===== config.mk =====
export PLATFORM = sky130hd
export DESIGN_NAME = hbw_top
export DESIGN_NICKNAME = d
export VERILOG_FILES = /design/src/rtl/hbw_pkg.sv /design/src/rtl/hbw_mode_decode.sv /design/src/rtl/hbw_arm_ctrl.sv /design/src/rtl/hbw_timeout_counter.sv /design/src/rtl/hbw_top.sv
export SDC_FILE = /design/constraint.sdc
export NUM_CORES = 1
export LEC_CHECK = 0
export BUFFER_PORTS_ARGS = -buffer_cell sky130_fd_sc_hd__buf_2
export CORE_UTILIZATION = 55
export CTS_CLUSTER_DIAMETER = 40
export DETAILED_ROUTE_END_ITERATION = 10
export GPL_TIMING_DRIVEN = 0
export PLACE_DENSITY = 0.73
export SYNTH_ARGS = -nofsm -noshare
export SYNTH_HDL_FRONTEND = slang
export SYNTH_SLANG_ARGS = --single-unit

===== constraint.sdc =====
create_clock -name clk -period 6.85 [get_ports clk]
set_clock_uncertainty 0.15 [all_clocks]
set_input_delay 2.055 -clock clk [delete_from_list [all_inputs] [get_ports clk]]
set_output_delay 2.055 -clock clk [all_outputs]
set_load 0.05 [all_outputs]

===== src/rtl/hbw_pkg.sv =====
// Package: shared mode encoding for the host bus activity watchdog.
// Assumes the 2-bit mode code is sampled directly from a control register.
package hbw_pkg;

    typedef enum logic [1:0] {
        HBW_REGRST_LONG = 2'b00,
        HBW_HWRST_LONG  = 2'b01,
        HBW_HWRST_SHORT = 2'b10,
        HBW_OFF         = 2'b11
    } hbw_mode_e;

    typedef enum logic [1:0] {
        HBW_ACT_NONE = 2'b00,
        HBW_ACT_REG  = 2'b01,
        HBW_ACT_HW   = 2'b10
    } hbw_action_e;

endpackage


===== src/rtl/hbw_mode_decode.sv =====
// Module: hbw_mode_decode
// Turns the mode code into an enable, a tick limit and an action kind.
// Assumes SHORT_TICKS <= LONG_TICKS and both are at least 1.
module hbw_mode_decode
    import hbw_pkg::*;
#(
    parameter int unsigned LONG_TICKS  = 160000,
    parameter int unsigned SHORT_TICKS = 40000,
    localparam int unsigned CNT_W      = $clog2(LONG_TICKS + 1)
) (
    input  logic [1:0]       mode_i,
    output logic             enable_o,
    output logic [CNT_W-1:0] limit_o,
    output hbw_action_e      action_o
);

    localparam logic [CNT_W-1:0] LIM_LONG  = CNT_W'(LONG_TICKS);
    localparam logic [CNT_W-1:0] LIM_SHORT = CNT_W'(SHORT_TICKS);

    // Purpose: map each mode code to its limit and action.
    always_comb begin
        enable_o = 1'b1;
        limit_o  = LIM_LONG;
        action_o = HBW_ACT_NONE;
        unique case (hbw_mode_e'(mode_i))
            HBW_REGRST_LONG: begin
                action_o = HBW_ACT_REG;
            end
            HBW_HWRST_LONG: begin
                action_o = HBW_ACT_HW;
            end
            HBW_HWRST_SHORT: begin
                limit_o  = LIM_SHORT;
                action_o = HBW_ACT_HW;
            end
            HBW_OFF: begin
                enable_o = 1'b0;
            end
            default: begin
                enable_o = 1'b0;
            end
        endcase
    end

endmodule


===== src/rtl/hbw_arm_ctrl.sv =====
// Module: hbw_arm_ctrl
// Holds the armed/dormant state and spots changes of the mode code.
// Assumes the strobe and expiry inputs are one-cycle wide.
module hbw_arm_ctrl (
    input  logic       clk,
    input  logic       rst_n,
    input  logic       enable_i,
    input  logic       txn_i,
    input  logic       expire_i,
    input  logic [1:0] mode_i,
    output logic       armed_o,
    output logic       mode_chg_o
);

    logic [1:0] mode_q;
    logic       armed_q;

    // Purpose: remember the previous mode code (reset follows the live code).
    always_ff @(posedge clk) begin
        mode_q <= mode_i;
    end

    // Purpose: arm on a transaction, disarm on expiry or when disabled.
    always_ff @(posedge clk) begin
        if (!rst_n) begin
            armed_q <= 1'b0;
        end else if (!enable_i) begin
            armed_q <= 1'b0;
        end else if (txn_i) begin
            armed_q <= 1'b1;
        end else if (expire_i) begin
            armed_q <= 1'b0;
        end
    end

    // Purpose: flag a mode change only after reset has settled mode_q.
    logic started_q;
    always_ff @(posedge clk) begin
        if (!rst_n) begin
            started_q <= 1'b0;
        end else begin
            started_q <= 1'b1;
        end
    end

    assign mode_chg_o = started_q && (mode_i != mode_q);
    assign armed_o    = armed_q;

endmodule


===== src/rtl/hbw_timeout_counter.sv =====
// Module: hbw_timeout_counter
// Counts ticks while armed and flags the tick that reaches the limit.
// Assumes limit_i >= 1; any clear input forces the count to zero.
module hbw_timeout_counter #(
    parameter int unsigned LONG_TICKS = 160000,
    localparam int unsigned CNT_W     = $clog2(LONG_TICKS + 1)
) (
    input  logic             clk,
    input  logic             rst_n,
    input  logic             tick_i,
    input  logic             armed_i,
    input  logic             enable_i,
    input  logic             restart_i,
    input  logic [CNT_W-1:0] limit_i,
    output logic             expire_o
);

    logic [CNT_W-1:0] count_q;
    logic             at_last;
    logic             clear;

    // Purpose: detect the tick that completes the limit.
    always_comb begin
        at_last  = (count_q == (limit_i - CNT_W'(1)));
        expire_o = armed_i && enable_i && tick_i && !restart_i && at_last;
        clear    = restart_i || !armed_i || !enable_i || expire_o;
    end

    // Purpose: tick counter with restart.
    always_ff @(posedge clk) begin
        if (!rst_n) begin
            count_q <= '0;
        end else if (clear) begin
            count_q <= '0;
        end else if (tick_i) begin
            count_q <= count_q + CNT_W'(1);
        end
    end

endmodule


===== src/rtl/hbw_top.sv =====
// Module: hbw_top
// Host bus activity watchdog: dormant until the first transaction, then
// fires one reset request after a mode-selected run of silent ticks.
// Assumes tick_1ms_i and bus_txn_i are synchronous one-cycle strobes.
module hbw_top
    import hbw_pkg::*;
#(
    parameter int unsigned LONG_TICKS  = 160000,
    parameter int unsigned SHORT_TICKS = 40000
) (
    input  logic       clk,
    input  logic       rst_n,
    input  logic       bus_txn_i,
    input  logic [1:0] mode_i,
    input  logic       tick_1ms_i,
    output logic       reg_reset_o,
    output logic       hw_reset_o,
    output logic       armed_o
);

    localparam int unsigned CNT_W = $clog2(LONG_TICKS + 1);

    logic             enable;
    logic [CNT_W-1:0] limit;
    hbw_action_e      action;
    logic             armed;
    logic             mode_chg;
    logic             expire;
    logic             reg_q;
    logic             hw_q;

    hbw_mode_decode #(
        .LONG_TICKS  (LONG_TICKS),
        .SHORT_TICKS (SHORT_TICKS)
    ) u_decode (
        .mode_i   (mode_i),
        .enable_o (enable),
        .limit_o  (limit),
        .action_o (action)
    );

    hbw_arm_ctrl u_arm (
        .clk        (clk),
        .rst_n      (rst_n),
        .enable_i   (enable),
        .txn_i      (bus_txn_i),
        .expire_i   (expire),
        .mode_i     (mode_i),
        .armed_o    (armed),
        .mode_chg_o (mode_chg)
    );

    hbw_timeout_counter #(
        .LONG_TICKS (LONG_TICKS)
    ) u_count (
        .clk       (clk),
        .rst_n     (rst_n),
        .tick_i    (tick_1ms_i),
        .armed_i   (armed),
        .enable_i  (enable),
        .restart_i (bus_txn_i || mode_chg),
        .limit_i   (limit),
        .expire_o  (expire)
    );

    // Purpose: register one request pulse per expiry, steered by the action.
    always_ff @(posedge clk) begin
        if (!rst_n) begin
            reg_q <= 1'b0;
            hw_q  <= 1'b0;
        end else begin
            reg_q <= expire && (action == HBW_ACT_REG);
            hw_q  <= expire && (action == HBW_ACT_HW);
        end
    end

    assign reg_reset_o = reg_q;
    assign hw_reset_o  = hw_q;
    assign armed_o     = armed;

endmodule


==> run summary <==
======================================================================================
Status                                                                       completed
Period Utilization, post-route                                                  0.5381
Total vias in the final route                                                      924
Sequential power share                                                           0.550
Share of cells above drive strength 1                                           0.1353
Type of origin of the critical path                                         input port
Setup violations, final                                                              0
Switching component of the power                                            0.05368 mW
Switching Share                                                                 0.2080
Ports                                                                                9
Hold crit path type                                                            reg2reg
TritonCTS Buffers                                                                    3
Crit path kind                                                                  in2reg
Count of routing violations after the opening detailed-route iteration              10
Sum of negative setup slack                                                       0 ns
Max Clk Rate                                                                0.2713 GHz
Insertion delay of the later-clocked pin in the worst-skew pair                0.33 ns
Synth Area per Inst                                                         9.579 um^2
CTS hold repair buffers                                                              0
Total routed wirelength                                                        2165 um
Maximum level of the CTS H-tree                                                      1
Detail Placement HPWL                                                          1565 um
Number of warnings reported in the yosys synthesis log                               0
Worst relative slew slack                                                       0.6915
Wire length of the first global-routing pass                                   3546 um
Post-DR vias/cell                                                                5.775
Worst Path Required                                                            6.91 ns
DRC violation count after routing                                                    0
Starting Density                                                                0.5896
Clk slew on worst S/H paths                                                    0.13 ns
Setup slack of the critical path after layout                                 3.164 ns
Leakage Power                                                                0.4280 nW
Count of pins over their slew limit                                                  0
Startpoint of the lowest-slack register-to-register path                  u_count.count_q[6]$_SDFFE_PP0P_
Die area                                                                     2313 um^2
Buffers added on ports                                                               7
Post-synthesis sequential area ratio                                            0.4111
Max-capacitance violation count                                                      0
Vias in the first global route                                                     795
Critical path fanouts, max                                                          10
Crit end category                                                             register
Antenna violation net count after detailed routing                                   0
Pre-CTS WS                                                                    2.791 ns
Antenna fix cells                                                                    0
Worst path max stage delay                                                     0.51 ns
Arrival time of the worst setup path                                           3.74 ns
Worst hold path depth                                                                2
Depth of the worst register-to-register path                                         5
Die Wd                                                                        48.10 um
Number of antenna violations at the first check in global routing                    0
Prevailing post-synth register cell                                       sky130_fd_sc_hd__dfxtp_1
Internal power summed over all cells                                         0.2045 mW
Worst voltage drop across the vdd grid                                       0.1565 mV
Weighted congestion reported at the end of routability-driven placement         0.8400
Clk root buf                                                              sky130_fd_sc_hd__clkbuf_4
Post-layout nets                                                                   144
Cell variety after synth                                                            32
Maximum number of pins on one net before global-route repair                        15
Number of hold violations in the final report                                        0
Slew at the pin closest to its max-slew limit                                0.4627 ns
Max clock buf depth                                                                  2
Reg-to-reg endpoint                                                       u_count.count_q[13]$_SDFFE_PP0P_
EDFF count, synth                                                                    0
Tmin final                                                                    3.686 ns
Clock Sink Count                                                                    24
Total congestion overflow after global routing                                       0
Total Power Consumption                                                      0.2581 mW
Post-CTS resize count                                                                0
Average wire per standard cell                                                13.53 um
Cell area after synthesis                                                    1169 um^2
Number of instances in the placed design                                           156
Hold path startpoint                                                      u_count.count_q[17]$_SDFFE_PP0P_
CP max-delay cell                                                         sky130_fd_sc_hd__or4_4
Synth area leader                                                         sky130_fd_sc_hd__dfxtp_1
Detailed Routing Iterations Pass 1                                                   4
Cells after synthesis                                                              122
Gate power share                                                                 0.042
CTS tree                                                                           yes
Post-Layout Cell Count                                                             160
Core region area                                                             1982 um^2
Die Y                                                                         48.10 um
Postcts setup bufs                                                                   0
Fill count                                                                         165
Leading post-synthesis cells by cell area                                 sky130_fd_sc_hd__dfxtp_1 (41%), sky130_fd_sc_hd__nor3_1 (6.9%), sky130_fd_sc_hd__xnor2_1 (6.0%)
Clk pwr share                                                                    0.408
Worst setup slack for register-to-register paths                               4.83 ns
Area Overhead vs Synth                                                          10.39%
Number of nets in the synthesized netlist                                          132
Synth async-reset ratio                                                              0
# rows                                                                              16
Leading post-synthesis cells by instance count                            sky130_fd_sc_hd__dfxtp_1 (24), sky130_fd_sc_hd__nor3_1 (16), sky130_fd_sc_hd__nand2_1 (9), sky130_fd_sc_hd__xnor2_1 (8), sky130_fd_sc_hd__xor2_1 (8)
Power density cells                                                       200.1 nW/um^2
Flip-flop and latch count after synthesis                                           24
RSZ-0062 raised after global routing                                             false
Area share of the largest cell type after synthesis                             0.4111
Crit path cell chain                                                      buf_2 -> inv_1 -> ha_1 -> or4_4 -> a2111oi_4 -> buf_4 -> nor3_1
Cell with the most instances after synthesis                              sky130_fd_sc_hd__dfxtp_1
Final Util                                                                      0.6509
Worst Hold Path EP                                                        u_count.count_q[17]$_SDFFE_PP0P_
Gr usage total                                                                  0.2250
======================================================================================
critical path, delay by kind of cell:
family,cells,cell delay [ns]
adders and majority gates,1,0.26
AOI/OAI and AO/OA,1,0.43
and+or+nand+nor,2,0.58
buffers and inverters,3,0.42
cell families (layout without fill, tap and decap cells):
family,Yosys count,after routing,share of synthesized area
AND/OR/NAND/NOR,53,53,0.2730
buffers and inverters,9,20,0.03961
XOR/XNOR,16,16,0.1199
adder cells (fa/ha/maj),4,4,0.04283
AO/OA/AOI/OAI,15,15,0.1049
multiplexers,1,1,0.008566
flip-flops,24,24,0.4111
registers in the layout (all words and copies together), names as in the netlist:
signal	cells
u_arm.armed_o	1
u_arm.mode_q	2
reg_reset_o	1
u_arm.started_q	1
hw_reset_o	1
u_count.count_q	18
cell usage in the layout, fill, tap and decap left out, types with 2 or more instances in the layout:
cell,count
sky130_fd_sc_hd__inv_1,4
sky130_fd_sc_hd__buf_2,8
sky130_fd_sc_hd__o31ai_1,2
sky130_fd_sc_hd__xor2_1,8
sky130_fd_sc_hd__clkbuf_4,3
sky130_fd_sc_hd__a211oi_1,5
sky130_fd_sc_hd__and4_1,2
sky130_fd_sc_hd__nand3_1,3
sky130_fd_sc_hd__clkbuf_1,2
sky130_fd_sc_hd__or3_1,2
sky130_fd_sc_hd__o21ai_0,3
sky130_fd_sc_hd__xnor2_1,8
sky130_fd_sc_hd__and3_1,4
sky130_fd_sc_hd__nand2_1,9
sky130_fd_sc_hd__nor4b_1,2
sky130_fd_sc_hd__nor3_1,16
sky130_fd_sc_hd__nand4_1,7
sky130_fd_sc_hd__ha_1,4
sky130_fd_sc_hd__dfxtp_1,24
sky130_fd_sc_hd__a21oi_1,2
sky130_fd_sc_hd__or4_1,2
layer usage:
layer / vias up / global-route usage / share of wire
met3: 5 / 0.06667 / 0.029
li1: 472 / - / -
met2: 10 / 0.3703 / 0.48
met5: - / 0 / 0
met1: 437 / 0.2854 / 0.48
met4: 0 / 0.06667 / 0.012
through the flow:
| step | instance area (um^2) | hold WS, ns |
|---|---|---|
| CTS | 1290 | 0.3870 |
| finish | 1290 | 0.3870 |
| detailed placement | 1237 | 0.3587 |
| global placement | 1237 | 0.3505 |
| global route | 1290 | 0.4122 |
| floorplan | 1169 | 0.3189 |
cell type report:
type	instances	area (um^2)	area share
Sequential cell	24	480.5	0.3725
Clock buffer	3	22.52	0.01746
Timing Repair Buffer	7	35.03	0.02716
Buffer	5	31.28	0.02425
Inverter	4	15.01	0.01164
Tap cell	27	33.78	0.02619
Multi-Input combinational cell	89	641.9	0.4976
Clock inverter	1	30.03	0.02328
power by group through the flow:
| stage | Clock (mW) | Combinational [mW] | Sequential (mW) |
|---|---|---|---|
| after floorplan | 0 | 0.00582 | 0.146 |
| after global placement | 0 | 0.0104 | 0.145 |
| after detailed placement | 0 | 0.0109 | 0.145 |
| after CTS | 0.106 | 0.0109 | 0.142 |
| after global routing | 0.112 | 0.0121 | 0.142 |
| final | 0.105 | 0.0108 | 0.142 |
worst max path at each step:
| stage | from | end | slack (ns) | cells past startpoint |
|---|---|---|---|---|
| after detailed placement | mode_i[0] | u_count.count_q[0]$_SDFFE_PP0P_ | 2.79 | 7 |
| final | mode_i[0] | u_count.count_q[13]$_SDFFE_PP0P_ | 3.16 | 7 |
| after CTS | mode_i[0] | u_count.count_q[13]$_SDFFE_PP0P_ | 3.14 | 7 |
| after global placement | mode_i[0] | u_count.count_q[2]$_SDFFE_PP0P_ | 2.83 | 7 |
| after global routing | mode_i[0] | u_count.count_q[13]$_SDFFE_PP0P_ | 3.04 | 8 |
| after floorplan | mode_i[0] | u_count.count_q[0]$_SDFFE_PP0P_ | 3.09 | 6 |
Power figures use the tool's default switching activity.
